===== src/rtl/dti_pkg.sv =====
package dti_pkg;

    localparam int DEF_PHASES = 3;
    localparam int DEF_DT_W   = 16;

    typedef struct packed {
        logic lo;
        logic hi_n;
    } phase_cmd_t;

    typedef struct packed {
        logic lo;
        logic hi;
    } gate_req_t;

    typedef enum logic {
        MODE_INTERLOCK = 1'b0,
        MODE_BYPASS    = 1'b1
    } dt_mode_e;

    // Decode one phase's commands into on-requests for its two switches.
    function automatic gate_req_t resolve_req(phase_cmd_t c, logic kill, dt_mode_e m);
        gate_req_t r;
        r.lo = c.lo & ~kill;
        if (m == MODE_BYPASS)
            r.hi = ~c.hi_n & ~kill;
        else
            r.hi = ~c.hi_n & ~c.lo & ~kill;
        return r;
    endfunction

endpackage


===== src/rtl/dti_sync.sv =====
module dti_sync #(
    parameter int          W       = 1,
    parameter logic [W-1:0] RST_VAL = '0
) (
    input  logic         clk,
    input  logic         rst,
    input  logic [W-1:0] d,
    output logic [W-1:0] q
);
    logic [W-1:0] meta;

    always_ff @(posedge clk) begin
        if (rst) begin
            meta <= RST_VAL;
            q    <= RST_VAL;
        end else begin
            meta <= d;
            q    <= meta;
        end
    end
endmodule


===== src/rtl/dti_ondelay.sv =====
module dti_ondelay #(
    parameter int DT_W = 16
) (
    input  logic            clk,
    input  logic            rst,
    input  logic            req,
    input  logic            direct,
    input  logic [DT_W-1:0] dead,
    output logic            out
);
    logic [DT_W-1:0] cnt;
    logic [DT_W-1:0] eff;

    // A zero count still leaves one cycle of separation.
    assign eff = (dead == '0) ? DT_W'(1) : dead;

    always_ff @(posedge clk) begin
        if (rst) begin
            out <= 1'b0;
            cnt <= '0;
        end else if (!req) begin
            out <= 1'b0;
            cnt <= '0;
        end else if (direct) begin
            out <= 1'b1;
            cnt <= '0;
        end else if (!out) begin
            if (cnt >= eff)
                out <= 1'b1;
            else
                cnt <= cnt + DT_W'(1);
        end
    end
endmodule


===== src/rtl/dti_phase.sv =====
module dti_phase
    import dti_pkg::*;
#(
    parameter int DT_W = DEF_DT_W
) (
    input  logic            clk,
    input  logic            rst,
    input  phase_cmd_t      cmd,
    input  logic            kill,
    input  dt_mode_e        mode,
    input  logic [DT_W-1:0] dead,
    output logic            lo_en,
    output logic            hi_en
);
    gate_req_t req;
    logic      direct;

    assign req    = resolve_req(cmd, kill, mode);
    assign direct = (mode == MODE_BYPASS);

    dti_ondelay #(.DT_W(DT_W)) u_lo (
        .clk(clk), .rst(rst), .req(req.lo), .direct(direct),
        .dead(dead), .out(lo_en)
    );

    dti_ondelay #(.DT_W(DT_W)) u_hi (
        .clk(clk), .rst(rst), .req(req.hi), .direct(direct),
        .dead(dead), .out(hi_en)
    );
endmodule


===== src/rtl/dt_interlock_top.sv =====
module dt_interlock_top
    import dti_pkg::*;
#(
    parameter int PHASES = DEF_PHASES,
    parameter int DT_W   = DEF_DT_W
) (
    input  logic              clk,
    input  logic              rst,
    input  logic [PHASES-1:0] lo_cmd,
    input  logic [PHASES-1:0] hi_cmd_n,
    input  logic              disable_in,
    input  logic              uv_flag,
    input  logic              bypass,
    input  logic [DT_W-1:0]   dead_cycles,
    output logic [PHASES-1:0] lo_gate,
    output logic [PHASES-1:0] hi_gate
);
    localparam int SW = 2 * PHASES + 3;
    // Safe reset: lows off, highs off (active low = 1), disabled, undervoltage, interlock.
    localparam logic [SW-1:0] SYNC_RST = {{PHASES{1'b0}}, {PHASES{1'b1}}, 3'b110};

    logic [SW-1:0]     raw_in;
    logic [SW-1:0]     sync_out;
    logic [PHASES-1:0] lo_q;
    logic [PHASES-1:0] hi_n_q;
    logic              dis_q;
    logic              uv_q;
    logic              byp_q;
    logic              kill;
    dt_mode_e          mode;

    assign raw_in = {lo_cmd, hi_cmd_n, disable_in, uv_flag, bypass};

    dti_sync #(.W(SW), .RST_VAL(SYNC_RST)) u_sync (
        .clk(clk), .rst(rst), .d(raw_in), .q(sync_out)
    );

    assign {lo_q, hi_n_q, dis_q, uv_q, byp_q} = sync_out;
    assign kill = dis_q | uv_q;
    assign mode = byp_q ? MODE_BYPASS : MODE_INTERLOCK;

    for (genvar g = 0; g < PHASES; g++) begin : g_phase
        phase_cmd_t cmd_g;
        assign cmd_g.lo   = lo_q[g];
        assign cmd_g.hi_n = hi_n_q[g];

        dti_phase #(.DT_W(DT_W)) u_phase (
            .clk(clk), .rst(rst), .cmd(cmd_g), .kill(kill), .mode(mode),
            .dead(dead_cycles), .lo_en(lo_gate[g]), .hi_en(hi_gate[g])
        );
    end
endmodule


===== config.mk =====
export PLATFORM = sky130hd
export DESIGN_NAME = dt_interlock_top
export DESIGN_NICKNAME = d
export VERILOG_FILES = /design/src/rtl/dti_pkg.sv /design/src/rtl/dti_sync.sv /design/src/rtl/dti_ondelay.sv /design/src/rtl/dti_phase.sv /design/src/rtl/dt_interlock_top.sv
export SDC_FILE = /design/constraint.sdc
export NUM_CORES = 1
export LEC_CHECK = 0
export CORE_UTILIZATION = 52
export DETAILED_ROUTE_END_ITERATION = 16
export PLACE_DENSITY = 0.7
export SLEW_MARGIN = 20
export SYNTH_ARGS = -nofsm -noshare
export SYNTH_HDL_FRONTEND = slang
export SYNTH_SLANG_ARGS = --single-unit

===== constraint.sdc =====
create_clock -name clk -period 4.35 [get_ports clk]
set_input_delay 0.87 -clock clk [delete_from_list [all_inputs] [get_ports clk]]
set_output_delay 0.87 -clock clk [all_outputs]
set_load 0.005 [all_outputs]

==> metrics.cfg, run 1 <==
[sta]
hold_ws_ns = 0.411
max_freq_mhz = 265
slew_violations = 0
setup_tns_ns = 0
clock_skew_ns = 0.00833
hold_viol = 0
relSlewSlack_pct = 30.7
setup_viol_count_final = 0
grt_setup_unrepaired = no
min_period_ns = 3.78
tightestPinTransition_ns = 1.04
finalCritPeriodShare_pct = 86.9

[floorplanning]
core.rowCount = 43
ios = 33
die_height_um = 122
die_w_um = 122
initial_core_util_pct = 53.7
core_mm2 = 0.0140
die-area_mm2 = 0.0149

[synth]
ys_warn_count = 0
async_flop_share_pct = 0
avgSynthCellArea_um2 = 8.46
synth_area_mm2 = 0.00751
yosysSeqAreaShare_pct = 32.0
syn-num-nets = 1017
synthFlopType = dfxtp_1
ys_seq_elements = 120
synth_edf_count = 0
synth_cells = 888
synth_cell_types = 58

[routing]
wl_per_cell_um = 17.1
post-route-drc-count = 0
dr_total_vias = 6895
antenna_left = 0
viasPerCell = 6.21
dr.pass1.iters = 6
initialDrtViolationCount = 536
wirelength_um = 19000

[power]
p_sw_uw = 616
power_density_mw_per_mm2 = 306
total_power_mw = 2.64
power.internal_mw = 2.02
power.share.combinational_pct = 4.7
netSwitchingFraction_pct = 23.4
peakVddDrop_uv = 271
p_leak_nw = 3.24
power.share.clock_pct = 53.2
seq_power_share_pct = 42.1

[place]
gp_congestion = 0.874
port_buffers = 32
hpwl_um = 13600

[clock_network]
postCtsSetupRepairBufs = 0
root_buffer = clkbuf_16
cts-htree-levels = 4
cts_resized = 0
clockBufferDepth = 2
cts_made_buffers = 17
clock_latency_ns = 0.42
ctsHoldBuffers = 0
clock-sinks = 120
cts_tree = yes
clkSlewWorstSetupHoldPaths_ns = 0.06

[finish]
syn2layout_area_growth_pct = 14.6
final_nets = 1047
drive_above_1_share_pct = 7.41
n_antenna_cell = 0

[hold_path]
min_path_cells = 1
hold_start = u_sync.meta[1]
hp-class = flop to flop

[critical_path]
crit_path_end_kind = flop
r2r_cells = 7
cp_max_fo = 33
worstReg2RegStart = g_phase[1].u_phase.u_hi.cnt[11]
cp.required_ns = 4.70
cp-start-kind = input pin
path_class = input pin to flop
worst-endpoint-arrival_ns = 4.13
cp-startpoint = dead_cycles[5]

[global_route]
grt_max_degree = 34
grt_first_pass_wirelength_um = 30800
gr-total-overflow = 0
grt_antenna_before_repair = 0
grt_use_total_pct = 26.8
grt_pass1_vias = 6455

[outcome]
outcome = finished clean

[run]
cap_violations = 0

## cell usage in the layout (no fill, tap or decap), drive strengths merged, types with 4 or more instances in the layout
| cell | Yosys | routed |
|---|---|---|
| a211o | 5 | 5 |
| a211oi | 7 | 7 |
| a21o | 8 | 8 |
| a21oi | 97 | 97 |
| and2 | 5 | 5 |
| and3 | 12 | 12 |
| and4 | 4 | 4 |
| buf | 13 | 15 |
| clkbuf | 23 | 18 |
| clkdlybuf4s50 | 0 | 32 |
| clkinv | 0 | 7 |
| dfxtp | 120 | 120 |
| ha | 102 | 102 |
| inv | 36 | 38 |
| mux2i | 7 | 7 |
| nand2 | 88 | 88 |
| nand2b | 12 | 12 |
| nand3 | 34 | 34 |
| nand4 | 21 | 21 |
| nor2 | 43 | 43 |
| nor2b | 9 | 9 |
| nor3 | 11 | 11 |
| nor4 | 9 | 9 |
| o211ai | 9 | 9 |
| o21a | 9 | 9 |
| o21ai | 41 | 41 |
| o31ai | 37 | 37 |
| or2 | 12 | 12 |
| or3 | 29 | 29 |
| or4 | 39 | 39 |
| xor2 | 9 | 9 |
## registers in the layout, summed over array words and instances, names as in the netlist
| register | count |
|---|---|
| g_phase.u_phase.u_hi.cnt | 48 |
| g_phase.u_phase.u_lo.cnt | 48 |
| u_sync.meta | 9 |
| u_sync.q | 9 |
| g_phase.u_phase.u_hi.out | 3 |
| g_phase.u_phase.u_lo.out | 3 |
## final timing paths
check                               endpoint  slack [ns]
max          g_phase[0].u_phase.u_hi.cnt[14]        0.57
min                              u_sync.q[1]        0.41
max reg2reg  g_phase[1].u_phase.u_hi.cnt[13]        1.47
min reg2reg                      u_sync.q[1]        0.41
## synthesized netlist by cell type, types with 11 or more instances
library cell,instances,area share (%)
clkbuf_1,23,1.1
nand2_1,88,4.4
or3_1,29,2.4
and3_1,12,1.0
nand3_1,34,2.3
nor3_1,11,0.73
nand4_1,21,1.7
o31ai_1,37,3.7
ha_1,102,17
nand2b_1,12,1.0
dfxtp_1,120,32
nor2_1,43,2.1
o21ai_0,38,2.5
inv_1,36,1.8
or4_1,39,3.9
a21oi_1,97,6.5
or2_2,12,1.0
## final cells by class
class / instances / area, µm²
clock inverters: 14 / 150
fillers: 1223 / 5380
clock buffers: 18 / 439
multi-input cells: 696 / 4810
repair buffers: 47 / 445
well taps: 180 / 225
flip-flops and latches: 120 / 2400
inverters: 36 / 135
## worst max-delay path: stages
cell             delay (ns)
clkdlybuf4s50_1        0.42
nor4_1                 0.32
a41o_1                 0.42
ha_1                   0.30
nand2b_1               0.14
a21o_1                 0.17
a211o_1                0.28
a211o_1                0.30
buf_4                  0.23
or4_1                  0.51
a21oi_1                0.16
## stage by stage
stage / setup WS [ns] / utilization, % / cell area [µm²] / instances
4_1_cts: 0.577 / 61.5 / 8610 / 1111
5_1_grt: 0.445 / 61.5 / 8610 / 1111
3_5_place_dp: 0.141 / 57.3 / 8020 / 1079
6_report: 0.570 / 61.5 / 8610 / 1111
3_3_place_gp: 0.249 / 57.3 / 8020 / 1079
2_1_floorplan: 0.980 / - / 7510 / 888
## cell families (layout without fill, tap and decap cells)
| logic type | Yosys count | after routing | share of synthesized area (%) |
|---|---|---|---|
| fa+ha+maj | 102 | 102 | 17.0 |
| mux | 7 | 7 | 0.933 |
| buf+inv | 72 | 115 | 3.96 |
| compound gates | 241 | 241 | 20.9 |
| flops | 120 | 120 | 32.0 |
| xor+xnor | 12 | 12 | 1.40 |
| simple gates | 334 | 334 | 23.8 |
## per-layer routing
layer  global-route usage [%]  routed length (µm)
met1                     33.9                8480
met2                     44.0                8920
met3                     5.29                 997
met4                     12.3                 622
met5                        0                   0
## power groups by stage
stage | Clock (mW) | Combinational [mW] | Sequential, mW
global route | 1.47 | 0.137 | 1.11
finish | 1.40 | 0.123 | 1.11
detailed placement | 0 | 0.122 | 1.14
CTS | 1.42 | 0.123 | 1.11
floorplan | 0 | 0.0633 | 1.13
global placement | 0 | 0.118 | 1.13
Power figures use the tool's default switching activity.
==> inputs of run 2 (changes only) <==
--- a/config.mk
+++ b/config.mk
@@ -7,7 +7,9 @@
 export LEC_CHECK = 0
 export CORE_UTILIZATION = 52
 export DETAILED_ROUTE_END_ITERATION = 16
-export PLACE_DENSITY = 0.7
+export DONT_BUFFER_PORTS = 1
+export PLACE_DENSITY = 0.67
+export SETUP_SLACK_MARGIN = 0.4
 export SLEW_MARGIN = 20
 export SYNTH_ARGS = -nofsm -noshare
 export SYNTH_HDL_FRONTEND = slang
==> run 2 against run 1 <==
  * Largest cell class unchanged
  * Via count decreased by 2.6%
  * Largest power group unchanged
  * Flip-flop and latch count unchanged
  * Critical endpoint is now g_phase[0].u_phase.u_hi.cnt[3]
  * Worst hold slack got worse by 0.0057 ns
  * Clock power increased by 6%
  * Combinational power decreased by 23%
  * Highest routed layer unchanged
  * Critical path depth decreased by 2
==> metrics.cfg, run 2 (synthesis gave the netlist of run 1 again) <==
[outcome]
outcome = finished clean

[critical_path]
cp-start-kind = input pin
cp-startpoint = dead_cycles[9]
critPathBufInv = 0  ; -2
path_class = input pin to flop
r2r_cells = 8  ; +1
reg2reg_to = g_phase[0].u_phase.u_hi.cnt[3]
critPathMostFrequentCell = a211o_1
critical-path-top-delay-family = compound AO/OA/AOI/OAI gates
cp.required_ns = 4.70  ; about the same
worst-endpoint-arrival_ns = 3.83  ; -0.30 ns
critPathSlowestCell = a211o_1
rrSetupSlack_ns = 1.56  ; +0.09 ns
cp_max_fo = 33  ; unchanged
worstReg2RegStart = g_phase[0].u_phase.u_hi.cnt[0]
critPathMaxStageDelay_ns = 0.61  ; +0.10 ns
worstPathCellList = nor4_1, a41o_1, ha_1, nand2b_1, a21o_1, a211o_1, a211o_1, or4_1, a21oi_1
crit_path_end_kind = flop

[finish]
top_regs = g_phase.u_phase.u_hi.cnt x48, g_phase.u_phase.u_lo.cnt x48
syn2layout_area_growth_pct = 9.48
final_util_pct = 58.8  ; -2.8 points
final_nets = 1003  ; -4.2%
multi_input_area_mm2 = 0.00482  ; +0.10%
stdcell_count = 1067  ; -4.0%
seq_area_mm2 = 0.00240  ; unchanged
mostFrequentLayoutCells = 120 x dfxtp_1, 102 x ha_1, 97 x a21oi_1
drive_above_1_share_pct = 6.54  ; -0.87 points
n_antenna_cell = 0  ; unchanged
fill_cells = 1263  ; +3.3%
layout_commonest_cell = dfxtp_1

[sta]
slew_violations = 0  ; unchanged
relSlewSlack_pct = 35.1  ; +4.4 points
max_freq_mhz = 287  ; +8.3%
min_period_ns = 3.49  ; -0.291 ns
worst_slack_ns = 0.861  ; +0.291 ns
tightestPinTransition_ns = 0.974  ; -0.0653 ns
hold_viol = 0  ; unchanged
clock_skew_ns = 0.00807  ; -0.000264 ns
grt_setup_unrepaired = no
setup_tns_ns = 0  ; unchanged
finalCritPeriodShare_pct = 80.2  ; -6.7 points
setup_viol_count_final = 0  ; unchanged

[place]
port_buffers = 0  ; -100%
hpwl_um = 13500  ; -0.59%
dp_cells = 1035  ; -4.1%
pre_cts_slack_ns = 0.461  ; +0.320 ns
gp_congestion = 0.890  ; +1.9%

[clock_network]
cts_made_buffers = 17  ; unchanged
root_buffer = clkbuf_16
ctsHoldBuffers = 0  ; unchanged
clkSlewWorstSetupHoldPaths_ns = 0.05  ; about the same
clock_latency_ns = 0.43  ; about the same
cts_tree = yes
postCtsSetupRepairBufs = 0  ; unchanged
clockBufferDepth = 2  ; unchanged
clock-sinks = 120  ; unchanged
cts-htree-levels = 4  ; unchanged
cts_resized = 0  ; unchanged

[global_route]
grt_pass1_vias = 6358  ; -1.5%
gr-total-overflow = 0  ; unchanged
grt_first_pass_wirelength_um = 31000  ; +0.52%
grt_use_total_pct = 27.1  ; +0.27 points
grt_max_degree = 34  ; unchanged
grt_antenna_before_repair = 0  ; unchanged

[floorplanning]
core_mm2 = 0.0140  ; unchanged
ios = 33  ; unchanged
initial_core_util_pct = 53.7  ; unchanged
die_height_um = 122  ; unchanged
die-area_mm2 = 0.0149  ; unchanged
die_w_um = 122  ; unchanged
core.rowCount = 43  ; unchanged

[power]
netSwitchingFraction_pct = 22.8  ; -0.57 points
total_power_mw = 2.69  ; +1.9%
seq_power_share_pct = 41.3  ; -0.8 points
p_sw_uw = 613  ; -0.57%
power.internal_mw = 2.07  ; +2.7%
p_leak_nw = 3.07  ; -5.4%
peakVddDrop_uv = 265  ; -2.2%
power.share.combinational_pct = 3.5  ; -1.2 points
power.share.clock_pct = 55.1  ; +1.9 points
power_density_mw_per_mm2 = 327  ; +6.7%

[routing]
viasPerCell = 6.30  ; +1.5%
dr_total_vias = 6719  ; -2.6%
antenna_left = 0  ; unchanged
wirelength_um = 18900  ; -0.57%
initialDrtViolationCount = 371  ; -31%
wl_per_cell_um = 17.7  ; +3.5%
dr.pass1.iters = 5  ; -1
post-route-drc-count = 0  ; unchanged

[run]
cap_violations = 0  ; unchanged

[hold_path]
hold_start = u_sync.meta[1]
hp-class = flop to flop
min_path_cells = 1  ; unchanged
whs_endpoint = u_sync.q[1]

## run 2: cell types whose count changed in the layout (fill, tap and decap cells not counted), moves of 2 or more
cell             change
buf_4               -11
clkdlybuf4s50_1     -32
clkinv_2             -2
clkinv_4             -2
## run 2: layout make-up
| cell class | count | area share (%) |
|---|---|---|
| repair buffers | 3 | 0.274 |
| clock inverters | 13 | 2.05 |
| multi-input cells | 696 | 58.6 |
| well taps | 180 | 2.74 |
| flip-flops and latches | 120 | 29.2 |
| inverters | 36 | 1.64 |
| clock buffers | 19 | 5.51 |
## run 2: power groups by stage
stage | clock network [mW] | logic [mW] | registers (mW)
after floorplan | 0 | 0.0633 | 1.13
after global placement | 0 | 0.0880 | 1.13
after detailed placement | 0 | 0.0937 | 1.13
after CTS | 1.50 | 0.0944 | 1.11
after global routing | 1.56 | 0.107 | 1.11
final | 1.48 | 0.0951 | 1.11
## run 2: worst max-delay path by stage
| stage | endpoint | cells after the start |
|---|---|---|
| 4_1_cts | g_phase[0].u_phase.u_hi.cnt[3] | 9 |
| 5_1_grt | g_phase[0].u_phase.u_hi.cnt[3] | 9 |
| 3_5_place_dp | g_phase[0].u_phase.u_hi.cnt[14] | 9 |
| 3_3_place_gp | g_phase[0].u_phase.u_hi.cnt[14] | 9 |
| 6_report | g_phase[0].u_phase.u_hi.cnt[3] | 9 |
| 2_1_floorplan | g_phase[0].u_phase.u_hi.cnt[5] | 10 |
## run 2: metrics by stage
| stage | hold WS [ns] | area, µm² |
|---|---|---|
| floorplan | 0.389 | 7510 |
| global placement | 0.393 | 7600 |
| detailed placement | 0.392 | 7600 |
| CTS | 0.406 | 8220 |
| global route | 0.419 | 8220 |
| finish | 0.405 | 8220 |
## run 2: routing by layer
layer  wire length (µm)  GRT usage (%)
met1               8810           34.3
met2               8820           44.2
met4                400           10.7
met5                  0              0
met3                878           6.51
